$ cat config.mk
export PLATFORM = sky130hd
export DESIGN_NAME = dmaByteSeq
export DESIGN_NICKNAME = d
export VERILOG_FILES = /design/src/rtl/dmaSeqPkg.sv /design/src/rtl/dmaSeqCtrl.sv /design/src/rtl/dmaSeqPath.sv /design/src/rtl/dmaByteSeq.sv
export SDC_FILE = /design/constraint.sdc
export NUM_CORES = 1
export LEC_CHECK = 0
export BUFFER_PORTS_ARGS = -buffer_cell sky130_fd_sc_hd__buf_2
export CAP_MARGIN = 0
export CORE_ASPECT_RATIO = 1.25
export CORE_MARGIN = 1.5
export CORE_UTILIZATION = 34
export DETAILED_ROUTE_END_ITERATION = 10
export GPL_TIMING_DRIVEN = 0
export PLACE_DENSITY = 0.67
export SYNTH_ARGS = -nofsm -noshare
export SYNTH_HDL_FRONTEND = slang
export SYNTH_SLANG_ARGS = --single-unit
$ cat constraint.sdc
create_clock -name clk -period 6.05 [get_ports clk]
set_input_delay 0.9075 -clock clk [delete_from_list [all_inputs] [get_ports clk]]
set_output_delay 0.9075 -clock clk [all_outputs]
set_load 0.03 [all_outputs]
$ cat src/rtl/dmaSeqPkg.sv
package dmaSeqPkg;
  localparam int BYTE_W = 8;
  localparam int LANES = 4;
  localparam int FRAME_W = BYTE_W * LANES;
  localparam int IDX_W = $clog2(LANES);

  typedef enum logic [1:0] {
    FMT_MONO8    = 2'b00,
    FMT_MONO16   = 2'b01,
    FMT_STEREO8  = 2'b10,
    FMT_STEREO16 = 2'b11
  } fmtT;

  // strobes from a channel controller to the datapath
  typedef struct packed {
    logic load;
    logic xfer;
    logic first;
    logic [IDX_W-1:0] lane;
  } laneCtlT;

  function automatic logic [IDX_W:0] frameBytes(fmtT f);
    case (f)
      FMT_MONO8:    frameBytes = 3'd1;
      FMT_MONO16,
      FMT_STEREO8:  frameBytes = 3'd2;
      default:      frameBytes = 3'd4;
    endcase
  endfunction

  // lane of the frame word carried by byte number idx
  function automatic logic [IDX_W-1:0] laneFor(fmtT f, logic [IDX_W-1:0] idx);
    case (f)
      FMT_MONO8:    laneFor = '0;
      FMT_MONO16:   laneFor = idx;
      FMT_STEREO8:  laneFor = idx ^ 2'd1;
      default:      laneFor = idx ^ 2'd2;
    endcase
  endfunction
endpackage

$ cat src/rtl/dmaSeqCtrl.sv
module dmaSeqCtrl
  import dmaSeqPkg::*;
#(
  parameter bit IS_CAPTURE = 1'b1
) (
  input  logic    clk,
  input  logic    rstN,
  input  fmtT     fmtIn,
  input  logic    avail,
  input  logic    ack,
  input  logic    strobe,
  output logic    req,
  output logic    done,
  output logic    take,
  output laneCtlT ctl
);
  logic [IDX_W-1:0] idxQ;
  logic fullQ, reqQ, doneQ;
  fmtT fmtHeldQ;
  logic holding, xfer, lastByte, room;
  fmtT fmtEff;

  assign holding  = IS_CAPTURE ? fullQ : (idxQ != '0);
  assign fmtEff   = holding ? fmtHeldQ : fmtIn;
  assign xfer     = reqQ & ack & strobe;
  assign lastByte = ({1'b0, idxQ} == frameBytes(fmtEff) - 1'b1);
  assign take     = IS_CAPTURE && rstN && !fullQ && avail;
  assign room     = IS_CAPTURE ? fullQ : (holding || avail);

  always_ff @(posedge clk) begin
    if (!rstN) begin
      idxQ     <= '0;
      fullQ    <= 1'b0;
      reqQ     <= 1'b0;
      doneQ    <= 1'b0;
      fmtHeldQ <= FMT_MONO8;
    end else begin
      doneQ <= 1'b0;
      if (take) begin
        fullQ    <= 1'b1;
        fmtHeldQ <= fmtIn;
      end
      if (xfer) begin
        reqQ <= 1'b0;
        if (!IS_CAPTURE && idxQ == '0) fmtHeldQ <= fmtIn;
        if (lastByte) begin
          idxQ  <= '0;
          doneQ <= 1'b1;
          if (IS_CAPTURE) fullQ <= 1'b0;
        end else begin
          idxQ <= idxQ + 1'b1;
        end
      end else if (!reqQ && !ack && room) begin
        reqQ <= 1'b1;
      end
    end
  end

  assign req       = reqQ;
  assign done      = doneQ;
  assign ctl.load  = take;
  assign ctl.xfer  = xfer;
  assign ctl.first = (idxQ == '0);
  assign ctl.lane  = laneFor(fmtEff, idxQ);

  AST_REQ_DROP: assert property (@(posedge clk) disable iff (!rstN)
    xfer |=> !reqQ);
  AST_REQ_WAIT: assert property (@(posedge clk) disable iff (!rstN)
    (ack && !reqQ) |=> !reqQ);
  AST_DONE_PULSE: assert property (@(posedge clk) disable iff (!rstN)
    doneQ |=> !doneQ);
  AST_DONE_RESTART: assert property (@(posedge clk) disable iff (!rstN)
    doneQ |-> idxQ == '0);
  AST_FMT_FROZEN: assert property (@(posedge clk) disable iff (!rstN)
    holding |-> $stable(fmtEff));
  AST_IDX_BOUND: assert property (@(posedge clk) disable iff (!rstN)
    {1'b0, idxQ} < frameBytes(fmtEff));
  AST_CAP_HELD: assert property (@(posedge clk) disable iff (!rstN)
    (IS_CAPTURE && reqQ) |-> fullQ);
endmodule

$ cat src/rtl/dmaSeqPath.sv
module dmaSeqPath
  import dmaSeqPkg::*;
(
  input  logic               clk,
  input  logic               rstN,
  input  laneCtlT            capCtl,
  input  laneCtlT            playCtl,
  input  logic [FRAME_W-1:0] capFrame,
  input  logic [BYTE_W-1:0]  busDataIn,
  output logic [BYTE_W-1:0]  busDataOut,
  output logic [FRAME_W-1:0] playFrame
);
  logic [FRAME_W-1:0] capQ, playQ;

  always_ff @(posedge clk) begin
    if (!rstN) begin
      capQ <= '0;
    end else if (capCtl.load) begin
      capQ <= capFrame;
    end
  end

  always_ff @(posedge clk) begin
    if (!rstN) begin
      playQ <= '0;
    end else if (playCtl.xfer) begin
      for (int k = 0; k < LANES; k++) begin
        if (playCtl.lane == k[IDX_W-1:0])
          playQ[k*BYTE_W +: BYTE_W] <= busDataIn;
        else if (playCtl.first)
          playQ[k*BYTE_W +: BYTE_W] <= '0;
      end
    end
  end

  assign busDataOut = capQ[capCtl.lane*BYTE_W +: BYTE_W];
  assign playFrame  = playQ;

  AST_PLAY_LAND: assert property (@(posedge clk) disable iff (!rstN)
    playCtl.xfer |=> playQ[$past(playCtl.lane)*BYTE_W +: BYTE_W] == $past(busDataIn));
endmodule

$ cat src/rtl/dmaByteSeq.sv
module dmaByteSeq
  import dmaSeqPkg::*;
(
  input  logic        clk,
  input  logic        rstN,
  input  logic [1:0]  fmtSel,
  input  logic        capValid,
  input  logic [31:0] capFrame,
  output logic        capTake,
  output logic        capReq,
  input  logic        capAck,
  input  logic        rdStrobe,
  output logic        capDone,
  output logic [7:0]  busDataOut,
  input  logic        playSpace,
  output logic        playReq,
  input  logic        playAck,
  input  logic        wrStrobe,
  input  logic [7:0]  busDataIn,
  output logic [31:0] playFrame,
  output logic        playDone
);
  laneCtlT capCtl, playCtl;
  logic playTakeUnused;
  fmtT fmtIn;
  assign fmtIn = fmtT'(fmtSel);

  dmaSeqCtrl #(.IS_CAPTURE(1'b1)) capCtrl (
    .clk(clk), .rstN(rstN), .fmtIn(fmtIn), .avail(capValid),
    .ack(capAck), .strobe(rdStrobe), .req(capReq), .done(capDone),
    .take(capTake), .ctl(capCtl));

  dmaSeqCtrl #(.IS_CAPTURE(1'b0)) playCtrl (
    .clk(clk), .rstN(rstN), .fmtIn(fmtIn), .avail(playSpace),
    .ack(playAck), .strobe(wrStrobe), .req(playReq), .done(playDone),
    .take(playTakeUnused), .ctl(playCtl));

  dmaSeqPath path (
    .clk(clk), .rstN(rstN), .capCtl(capCtl), .playCtl(playCtl),
    .capFrame(capFrame), .busDataIn(busDataIn),
    .busDataOut(busDataOut), .playFrame(playFrame));
endmodule

==> results by group <==
Floorplan
  – Die ar.: 0.0108 mm2
  – IO Pins: 95
  – DIE WIDTH: roughly 93 um
  – Initial core utilization: 0.354
  – Placeable Area: 0.00976 mm2
  – Row Count: 40
  – Die H: 116 um

Yosys
  – Fraction of registers with async set/reset: 0
  – Synth Instances: 395
  – Register area share after synthesis: 0.446
  – Post-synth cell types: 49
  – Share of the synthesized area in the top cell type: 0.446
  – Yosys warnings: 0
  – Largest cells by area after synthesis: dfxtp_1 45%, mux2i_1 17%, nand2_1 13%
  – Number of synthesized flops with an enable pin: 0
  – Syn_area_per_cell: 8.75 um2
  – Yosys reg bits: 77
  – Commonest cells post-synth: 119 x nand2_1, 77 x dfxtp_1, 57 x mux2i_1
  – Synth Net Count: 446
  – Yosys top cell by area: dfxtp_1
  – Synth Cell Area: 0.00345 mm2
  – Most frequent cell after synthesis: nand2_1
  – Post-synth top flop: dfxtp_1

Power and ir drop
  – Switching power: 306 uW
  – Clk pwr share: 0.463
  – Cell-internal power: ~950 uW
  – Max IR drop VDD: 0.000155 V
  – Combinational share of power: 0.110
  – Sequential Power Share: 0.427
  – LEAKAGE: 2.03 nW
  – Total power: around 1.3 mW
  – Sw frac: 0.243
  – P per Cell Area: 286 mW/mm2

Timing
  – Slew HR: 0.481
  – RSZ-0062 raised after global routing: false
  – Setup tns final: 0 ns
  – Final setup vio count: 0
  – Fin crit share: 0.627
  – Worst clock skew: 0.00711 ns
  – Hold Vio Cnt, Final: 0
  – F_max: 0.264 GHz
  – Crit path time final: 3.79 ns
  – Final Slew Violations: 0
  – Worst-Margin Slew: 0.773 ns
  – Setup ws final: 2.26 ns

Placed design
  – Final GP Congestion: 0.875
  – Placed Instances: approximately 600
  – Pre-CTS WS: 2.25 ns
  – IO Port Bufs: 93
  – HPWL Detailed: 6460 um

Setup path
  – Worst r2r dst: path.playFrame[20]
  – Worst Setup Path Type: in2out
  – R2R depth: 8
  – Worst EP required: 5.14 ns
  – Setup crit end kind: output port
  – Critical path arrival: 2.88 ns
  – R2R Path Start: playCtrl.idxQ[1]
  – Worst-path fanout max: 10
  – R2r setup slk: around 3.4 ns
  – Startpoint types: input port

Layout
  – Fin cells: 630
  – Layout cells sized above 1: 0.248
  – # fillers: between 900 and 1000
  – ANT cells: 0
  – Layout area overhead: 27.5%
  – # nets final: 550

GRT
  – First-pass GRT wire length: 14400 um
  – Largest net degree at the start of global routing: 14
  – Vias in the first global route: 2931
  – Gr usage total: 0.173
  – Total grt overflow: 0
  – Initial antenna violation count: 0

Hold path
  – Hold Path End: path.playFrame[31]
  – Hold Crit Start: path.playFrame[31]
  – Hold path depth: 2
  – HP Class: reg2reg

Clocking
  – Clock Path Buffers: 2
  – Skew-Pair Late Insertion Delay: 0.33 ns
  – Resized cells post-CTS: 0
  – Reg clk slew, reported paths: about 0.06 ns
  – Clock tree root driver cell: clkbuf_16
  – CTS Buf Count: 9
  – Postcts setup bufs: 0
  – CTS Hold Buffers Added: 0
  – Clock sinks: 77
  – # H-tree levels: 3
  – CTS tree: done

Drt
  – Highest Signal Layer: met4
  – WL met3: ~400 um
  – Detailed Routing Iterations Pass 1: 6
  – Met2 wire len: 4170 um
  – Via-per-instance ratio: between 4 and 5
  – Drt wl/cell: 14.1 um
  – Total Wirelength: slightly below 9000 um
  – DRC viols: 0
  – Met1 Routed Length: about 4000 um
  – Antenna Violating Nets Remaining: 0
  – DRT iter0 DRCs: around 150
  – Vias: 3115

Run status
  – Status: complete, no violations

Run
  – MaxCap Viol Count: 0
worst max-delay path, stage by stage:
cell	delay, ns
buf_2	0.12
buf_6	0.13
mux2_2	0.30
a211oi_4	0.55
buf_6	0.26
mux2i_1	0.30
mux2i_1	0.11
buf_2	0.21
cells by family after synthesis:
logic type	count (synthesis)	synth area share
buffers and inverters	35	0.0460
DFF	77	0.446
muxes	60	0.176
AOI/OAI and AO/OA	63	0.114
adders and majority gates	1	0.00362
and+or+nand+nor	153	0.198
xor gates and xnor gates	6	0.0152
layout by cell type, fill, tap and decap left out, drive strengths merged, types with 3 or more instances in the layout:
| cell | count |
|---|---|
| a31oi | 3 |
| o21ai | 35 |
| nor4b | 3 |
| mux2i | 57 |
| dfxtp | 77 |
| buf | 101 |
| and3 | 4 |
| clkbuf | 31 |
| inv | 6 |
| a211oi | 3 |
| xor2 | 5 |
| and3b | 3 |
| a21oi | 10 |
| nor3 | 4 |
| nand2 | 119 |
| nor2 | 5 |
| nand3 | 4 |
| mux2 | 3 |
state kept, by name (all words and copies together) (netlist names):
signal and flops:
playCtrl.req 1, capCtrl.idxQ 2, path.playFrame 32, path.capQ 32
capCtrl.fmtHeldQ 2, playCtrl.done 1, capCtrl.fullQ 1, capCtrl.req 1
playCtrl.idxQ 2, capCtrl.done 1, playCtrl.fmtHeldQ 2
how the worst max path moves through the flow:
stage                     depth (start not counted)            end       from
after global routing                              8  busDataOut[6]  fmtSel[0]
after global placement                            8  busDataOut[6]  fmtSel[0]
final                                             8  busDataOut[6]  fmtSel[0]
after CTS                                         8  busDataOut[6]  fmtSel[0]
after floorplan                                   6  busDataOut[1]  fmtSel[0]
after detailed placement                          8  busDataOut[6]  fmtSel[0]
final cells by class:
type / instances / area [um2] / share of cell area
multi-input cells: 283 / 1750 / 0.398
flip-flops and latches: 77 / 1540 / 0.350
repair buffers: 93 / 465 / 0.106
clock buffers: 11 / 243 / 0.0551
well taps: 126 / 158 / 0.0358
plain buffers: 28 / 133 / 0.0301
clock inverters: 5 / 83.8 / 0.0190
inverters: 7 / 26.3 / 0.00597
power by group through the flow:
stage	Combinational [mW]	Clock, mW	Sequential, mW
floorplan	0.0885	0	0.550
global placement	0.137	0	0.547
detailed placement	0.139	0	0.548
CTS	0.140	0.594	0.537
global route	0.152	0.617	0.539
finish	0.139	0.582	0.537
per-stage QoR:
| stage | utilization | instance area, um2 | hold WS (ns) |
|---|---|---|---|
| floorplan | - | 3450 | 0.435 |
| global placement | 0.418 | 4080 | 0.443 |
| detailed placement | 0.418 | 4080 | 0.448 |
| CTS | 0.451 | 4400 | 0.459 |
| global route | 0.451 | 4400 | 0.475 |
| finish | 0.451 | 4400 | 0.458 |
per-layer routing:
metal,up-vias,track usage
li1,1556,-
met3,23,0.0394
met5,-,0
met2,90,0.268
met4,0,0.0929
met1,1446,0.225
Power figures use the tool's default switching activity.
